==> config.mk <==
export PLATFORM = sky130hd
export DESIGN_NAME = aln_core
export DESIGN_NICKNAME = d
export VERILOG_FILES = /design/src/rtl/aln_pkg.sv /design/src/rtl/aln_decode.sv /design/src/rtl/aln_load.sv /design/src/rtl/aln_store.sv /design/src/rtl/aln_core.sv
export SDC_FILE = /design/constraint.sdc
export NUM_CORES = 1
export LEC_CHECK = 0
export BUFFER_PORTS_ARGS = -buffer_cell sky130_fd_sc_hd__buf_2
export CORE_MARGIN = 3
export CORE_UTILIZATION = 49
export DETAILED_ROUTE_END_ITERATION = 10
export PLACE_DENSITY = 0.78
export SYNTH_ARGS = -nofsm -noshare
export SYNTH_HDL_FRONTEND = slang
export SYNTH_HIERARCHICAL = 1
export SYNTH_SLANG_ARGS = --single-unit
==> constraint.sdc <==
create_clock -name clk -period 2.75 [get_ports clk]
set_input_delay 0 -clock clk [delete_from_list [all_inputs] [get_ports clk]]
set_output_delay 0 -clock clk [all_outputs]
set_load 0.02 [all_outputs]
==> src/rtl/aln_pkg.sv <==
`timescale 1ns/1ps
package aln_pkg;
    localparam int DW    = 32;
    localparam int NB    = DW / 8;
    localparam int OFF_W = $clog2(NB);

    localparam logic [5:0] OP_LB  = 6'h20;
    localparam logic [5:0] OP_LH  = 6'h21;
    localparam logic [5:0] OP_LW  = 6'h23;
    localparam logic [5:0] OP_LBU = 6'h24;
    localparam logic [5:0] OP_LHU = 6'h25;
    localparam logic [5:0] OP_SB  = 6'h28;
    localparam logic [5:0] OP_SH  = 6'h29;
    localparam logic [5:0] OP_SW  = 6'h2B;

    typedef enum logic [1:0] {SZ_B = 2'd0, SZ_H = 2'd1, SZ_W = 2'd2} size_e;

    typedef struct packed {
        logic  ld;
        logic  st;
        size_e size;
        logic  sext;
    } acc_t;

    typedef struct packed {
        logic [DW-1:0] ld_data;
        logic [DW-1:0] wr_data;
        logic [NB-1:0] be;
        logic          misalign;
    } out_t;
endpackage

==> src/rtl/aln_decode.sv <==
`timescale 1ns/1ps
module aln_decode
    import aln_pkg::*;
(
    input  logic [5:0]       op_i,
    input  logic [OFF_W-1:0] addr_i,
    output acc_t             acc_o,
    output logic             misalign_o
);
    always_comb begin
        acc_o = '{ld: 1'b0, st: 1'b0, size: SZ_B, sext: 1'b0};
        unique case (op_i)
            OP_LB:   acc_o = '{ld: 1'b1, st: 1'b0, size: SZ_B, sext: 1'b1};
            OP_LH:   acc_o = '{ld: 1'b1, st: 1'b0, size: SZ_H, sext: 1'b1};
            OP_LW:   acc_o = '{ld: 1'b1, st: 1'b0, size: SZ_W, sext: 1'b0};
            OP_LBU:  acc_o = '{ld: 1'b1, st: 1'b0, size: SZ_B, sext: 1'b0};
            OP_LHU:  acc_o = '{ld: 1'b1, st: 1'b0, size: SZ_H, sext: 1'b0};
            OP_SB:   acc_o = '{ld: 1'b0, st: 1'b1, size: SZ_B, sext: 1'b0};
            OP_SH:   acc_o = '{ld: 1'b0, st: 1'b1, size: SZ_H, sext: 1'b0};
            OP_SW:   acc_o = '{ld: 1'b0, st: 1'b1, size: SZ_W, sext: 1'b0};
            default: ;
        endcase
    end

    // alignment rule: halfword needs even offset, word needs offset zero
    always_comb begin
        misalign_o = 1'b0;
        if (acc_o.ld || acc_o.st) begin
            if (acc_o.size == SZ_H) misalign_o = addr_i[0];
            if (acc_o.size == SZ_W) misalign_o = (addr_i != '0);
        end
    end
endmodule

==> src/rtl/aln_load.sv <==
`timescale 1ns/1ps
module aln_load
    import aln_pkg::*;
(
    input  size_e            size_i,
    input  logic             sext_i,
    input  logic [OFF_W-1:0] addr_i,
    input  logic [DW-1:0]    word_i,
    output logic [DW-1:0]    data_o
);
    localparam int NH = NB / 2;

    logic [7:0]  lane_b [NB];
    logic [15:0] lane_h [NH];

    // big-endian lane numbering: lane 0 is the most significant
    for (genvar k = 0; k < NB; k++) begin : g_blane
        assign lane_b[k] = word_i[DW-1-8*k -: 8];
    end
    for (genvar j = 0; j < NH; j++) begin : g_hlane
        assign lane_h[j] = word_i[DW-1-16*j -: 16];
    end

    logic [7:0]  sel_b;
    logic [15:0] sel_h;
    assign sel_b = lane_b[addr_i];
    assign sel_h = lane_h[addr_i[OFF_W-1:1]];

    always_comb begin
        unique case (size_i)
            SZ_B:    data_o = {{(DW-8){sext_i & sel_b[7]}}, sel_b};
            SZ_H:    data_o = {{(DW-16){sext_i & sel_h[15]}}, sel_h};
            default: data_o = word_i;
        endcase
    end
endmodule

==> src/rtl/aln_store.sv <==
`timescale 1ns/1ps
module aln_store
    import aln_pkg::*;
(
    input  size_e            size_i,
    input  logic [OFF_W-1:0] addr_i,
    input  logic [DW-1:0]    src_i,
    output logic [DW-1:0]    data_o,
    output logic [NB-1:0]    be_o
);
    logic [NB-1:0] be_b;
    logic [NB-1:0] be_h;

    for (genvar k = 0; k < NB; k++) begin : g_be
        assign be_b[NB-1-k] = (addr_i == OFF_W'(k));
        assign be_h[NB-1-k] = (addr_i[OFF_W-1:1] == (OFF_W-1)'(k / 2));
    end

    always_comb begin
        unique case (size_i)
            SZ_B: begin
                data_o = {NB{src_i[7:0]}};
                be_o   = be_b;
            end
            SZ_H: begin
                data_o = {(NB/2){src_i[15:0]}};
                be_o   = be_h;
            end
            default: begin
                data_o = src_i;
                be_o   = '1;
            end
        endcase
    end
endmodule

==> src/rtl/aln_core.sv <==
`timescale 1ns/1ps
module aln_core
    import aln_pkg::*;
(
    input  logic          clk,
    input  logic          rst_n,
    input  logic [5:0]    op_i,
    input  logic [1:0]    addr_lo_i,
    input  logic [31:0]   mem_rdata_i,
    input  logic [31:0]   st_src_i,
    output logic [31:0]   ld_data_o,
    output logic [31:0]   wr_data_o,
    output logic [3:0]    byte_en_o,
    output logic          misalign_o
);
    acc_t          acc;
    logic          mis;
    logic [DW-1:0] ld_word;
    logic [DW-1:0] st_word;
    logic [NB-1:0] st_be;
    out_t          out_d, out_q;

    aln_decode i_dec (
        .op_i       (op_i),
        .addr_i     (addr_lo_i),
        .acc_o      (acc),
        .misalign_o (mis)
    );

    aln_load i_ld (
        .size_i (acc.size),
        .sext_i (acc.sext),
        .addr_i (addr_lo_i),
        .word_i (mem_rdata_i),
        .data_o (ld_word)
    );

    aln_store i_st (
        .size_i (acc.size),
        .addr_i (addr_lo_i),
        .src_i  (st_src_i),
        .data_o (st_word),
        .be_o   (st_be)
    );

    always_comb begin
        out_d          = '0;
        out_d.misalign = mis;
        if (!mis) begin
            if (acc.ld) out_d.ld_data = ld_word;
            if (acc.st) begin
                out_d.wr_data = st_word;
                out_d.be      = st_be;
            end
        end
    end

    always_ff @(posedge clk) begin
        if (!rst_n) out_q <= '0;
        else        out_q <= out_d;
    end

    assign ld_data_o  = out_q.ld_data;
    assign wr_data_o  = out_q.wr_data;
    assign byte_en_o  = out_q.be;
    assign misalign_o = out_q.misalign;

    assert_misalign_quiet_R8: assert property (@(posedge clk) disable iff (!rst_n)
        misalign_o |-> (byte_en_o == '0 && ld_data_o == '0 && wr_data_o == '0));

    assert_be_shape_R5: assert property (@(posedge clk) disable iff (!rst_n)
        byte_en_o inside {4'b0000, 4'b0001, 4'b0010, 4'b0100, 4'b1000,
                          4'b0011, 4'b1100, 4'b1111});

    assert_signed_byte_R1: assert property (@(posedge clk) disable iff (!rst_n)
        ($past(rst_n) && $past(op_i) == OP_LB)
            |-> (ld_data_o[31:8] == {24{ld_data_o[7]}}));

    assert_unsigned_half_R2: assert property (@(posedge clk) disable iff (!rst_n)
        ($past(rst_n) && $past(op_i) == OP_LHU) |-> (ld_data_o[31:16] == '0));

    assert_store_no_load_R11: assert property (@(posedge clk) disable iff (!rst_n)
        (byte_en_o != '0) |-> (ld_data_o == '0 && !misalign_o));

    assert_sh_even_R6: assert property (@(posedge clk) disable iff (!rst_n)
        ($past(rst_n) && $past(op_i) == OP_SH && !$past(addr_lo_i[0]))
            |-> ($countones(byte_en_o) == 2));
endmodule

==> flow_metrics.py <==
metrics = {
    "sta": {
        "min_period_ns": 1.78,
        "drv_slew": 0,
        "period_share_pct": 64.7,
        "max_freq_mhz": 562,
        "rsz0062_at_grt": "no",
        "slew_headroom_pct": 33.4,
        "report.final.setup_viol": 0,
        "tns_ns": 0,
        "tightest_slew_ns": 0.998,
        "finalHoldViolations": 0,
        "fin_ws_ns": 0.970,
    },
    "synthesis": {
        "ys_warn_count": 6,
        "synth_ff_type": "dfxtp_1",
        "netlist_instances": 338,
        "synth_area_leader_cell": "dfxtp_1",
        "ys_seq_elements": 69,
        "synth_edf_count": 0,
        "synth_top_area_share_pct": 38.2,
        "synth_cell_types": 41,
        "synth_area_leaders": "dfxtp_1 (38%), and4b_1 (19%), mux2_2 (6.8%)",
        "syn_area_mm2": 0.00362,
        "synth-async-reset-ratio_pct": 0,
        "synth_seq_area_share_pct": 38.2,
        "synth_nets": 412,
        "synth_area_per_cell_um2": 10.7,
    },
    "floorplanning": {
        "start_util_pct": 51.8,
        "rows": 30,
        "coreArea_mm2": 0.00698,
        "io_pins": 143,
        "fp.dieH_um": 91.9,
        "die-area_mm2": 0.00845,
        "fp.dieW_um": 91.9,
    },
    "place": {
        "place.gp.congestion": 0.919,
        "place_ws_ns": 0.652,
        "numPortBuffers": 142,
        "dpl.hpwl_um": 6970,
    },
    "clock_tree": {
        "clkTransAtPathRegs_ns": 0.07,
        "cts_tree": "yes",
        "clock_path_buffers": 2,
        "cts_buffers": 9,
        "cts.sinks": 69,
        "postCtsResizedCells": 0,
        "cts-root-buf": "clkbuf_8",
        "htreeDepth": 3,
    },
    "grt": {
        "track_usage_pct": 23.0,
        "antenna_found_initial": 0,
        "grt_max_degree": 70,
        "grt_pass1_wl_um": 15500,
        "grt.overflow.total": 0,
        "grt_pass1_vias": 3075,
    },
    "setup_path": {
        "cp.required_ns": 3.03,
        "arrival_ns": 2.06,
        "cp_cell_sequence": "buf_2 -> or2_1 -> nor3_1 -> nor2b_1 -> a21oi_1 -> a21oi_1 -> and4b_1",
        "crit_path_end_kind": "register",
        "cp_common_cell": "a21oi_1",
        "worstSetupPathType": "in2reg",
        "slowest_delay_ns": 0.84,
        "crit_fanout": 16,
        "cp_slowest_cell": "nor2b_1",
        "start_kind": "primary input",
    },
    "finish": {
        "nets": 534,
        "final_cell_mix": "buf_2 (142), dfxtp_1 (69), and4b_1 (68)",
        "final_common_cell": "buf_2",
        "area_growth_pct": 23.7,
        "drive_gt1_share_pct": 45.2,
        "antennaDiodeCount": 0,
    },
    "routing": {
        "ant_nets": 0,
        "vias_per_cell": 5.83,
        "dr.pass1.iters": 6,
        "first_iter_violations": 248,
        "totalWireLength_um": 10100,
        "vias": 3270,
        "routedWlPerCell_um": 17.9,
        "drc_errors": 0,
    },
    "power": {
        "powerDensity_mw_per_mm2": 449,
        "power_w": 0.00201,
        "leakagePower_nw": 2.16,
        "vdd_drop_max_mv": 0.208,
    },
    "status": {
        "outcome": "complete, no violations",
    },
    "job": {
        "max-cap-violations": 0,
    },
    "hold_path": {
        "worstHoldPathType": "in2reg",
    },
}
sequential cells by signal, indices dropped and copies added, names as in the netlist:
name and count:
byte_en_o 4, ld_data_o 32, misalign_o 1, wr_data_o 32
per-stage QoR:
stage | std cells | hold slack (ns) | instance area (um^2) | util [%]
final | 561 | 0.0237 | 4470 | 64.1
after global routing | 561 | 0.0166 | 4470 | 64.1
after CTS | 561 | 0.0119 | 4470 | 64.1
after detailed placement | 537 | 0.321 | 4240 | 60.7
after global placement | 537 | 0.324 | 4240 | 60.7
after floorplan | 338 | 0.256 | 3620 | -
synthesized netlist by cell type, types with 2 or more instances:
cell type / instances
mux2i_1: 8
o22a_1: 14
o221ai_1: 5
nor2_4: 2
clkbuf_1: 8
buf_2: 15
o221ai_2: 3
a211oi_1: 2
o21ai_2: 8
a22oi_1: 9
dfxtp_1: 69
nand2_1: 17
a21oi_4: 2
and4b_1: 68
o21bai_1: 5
nor2b_1: 3
nand2b_1: 3
buf_4: 9
or2_1: 2
buf_6: 11
mux2_4: 2
mux2_2: 22
a21oi_1: 33
layout make-up:
cell class                      count  area (um^2)
Timing Repair Buffer              156          848
Multi-Input combinational cell    222         1960
Sequential cell                    69         1380
Clock buffer                       11          131
Tap cell                           96          120
Inverter                            2         7.51
Fill cell                         615         2510
Clock inverter                      5         27.5
cells by family after synthesis:
group           count (synthesis)  synth area share [%]
mux                            33                  10.2
flops                          69                  38.2
simple gates                  105                  25.0
buf+inv                        47                  8.96
compound gates                 84                  17.7
worst paths after layout:
check | end | cells after the start | slack, ns | from
setup / recovery | ld_data_o[20] | 7 | 0.97 | op_i[1]
hold / removal | wr_data_o[24] | 4 | 0.02 | st_src_i[24]
power by group:
part | internal, W | switching, W | leakage (nW)
sequential | 0.00101 | 0.00000157 | 0.556
combinational | 0.000136 | 0.000168 | 1.52
clock | 0.000321 | 0.000377 | 0.0829
total | 0.00146 | 0.000546 | 2.16
critical path: cells and delay by family:
| kind | cells | cell delay (ns) |
|---|---|---|
| compound gates | 2 | 0.31 |
| buf+inv | 1 | 0.15 |
| simple gates | 4 | 1.61 |
per-layer routing:
| metal | GRT usage (%) | share of wire, % | vias up |
|---|---|---|---|
| met4 | 10.5 | 2.9 | 0 |
| met2 | 37.8 | 48 | 168 |
| met1 | 27.6 | 40 | 1537 |
| met5 | 0 | 0 | - |
| li1 | - | - | 1537 |
| met3 | 6.97 | 9.2 | 28 |
what timing repair did:
action / in CTS / in global routing
hold endpoints to repair: 8 / 0
hold buffers: 8 / 0
buffers inserted: 0 / 0
Note: power is estimated with default switching activity, not from simulation.
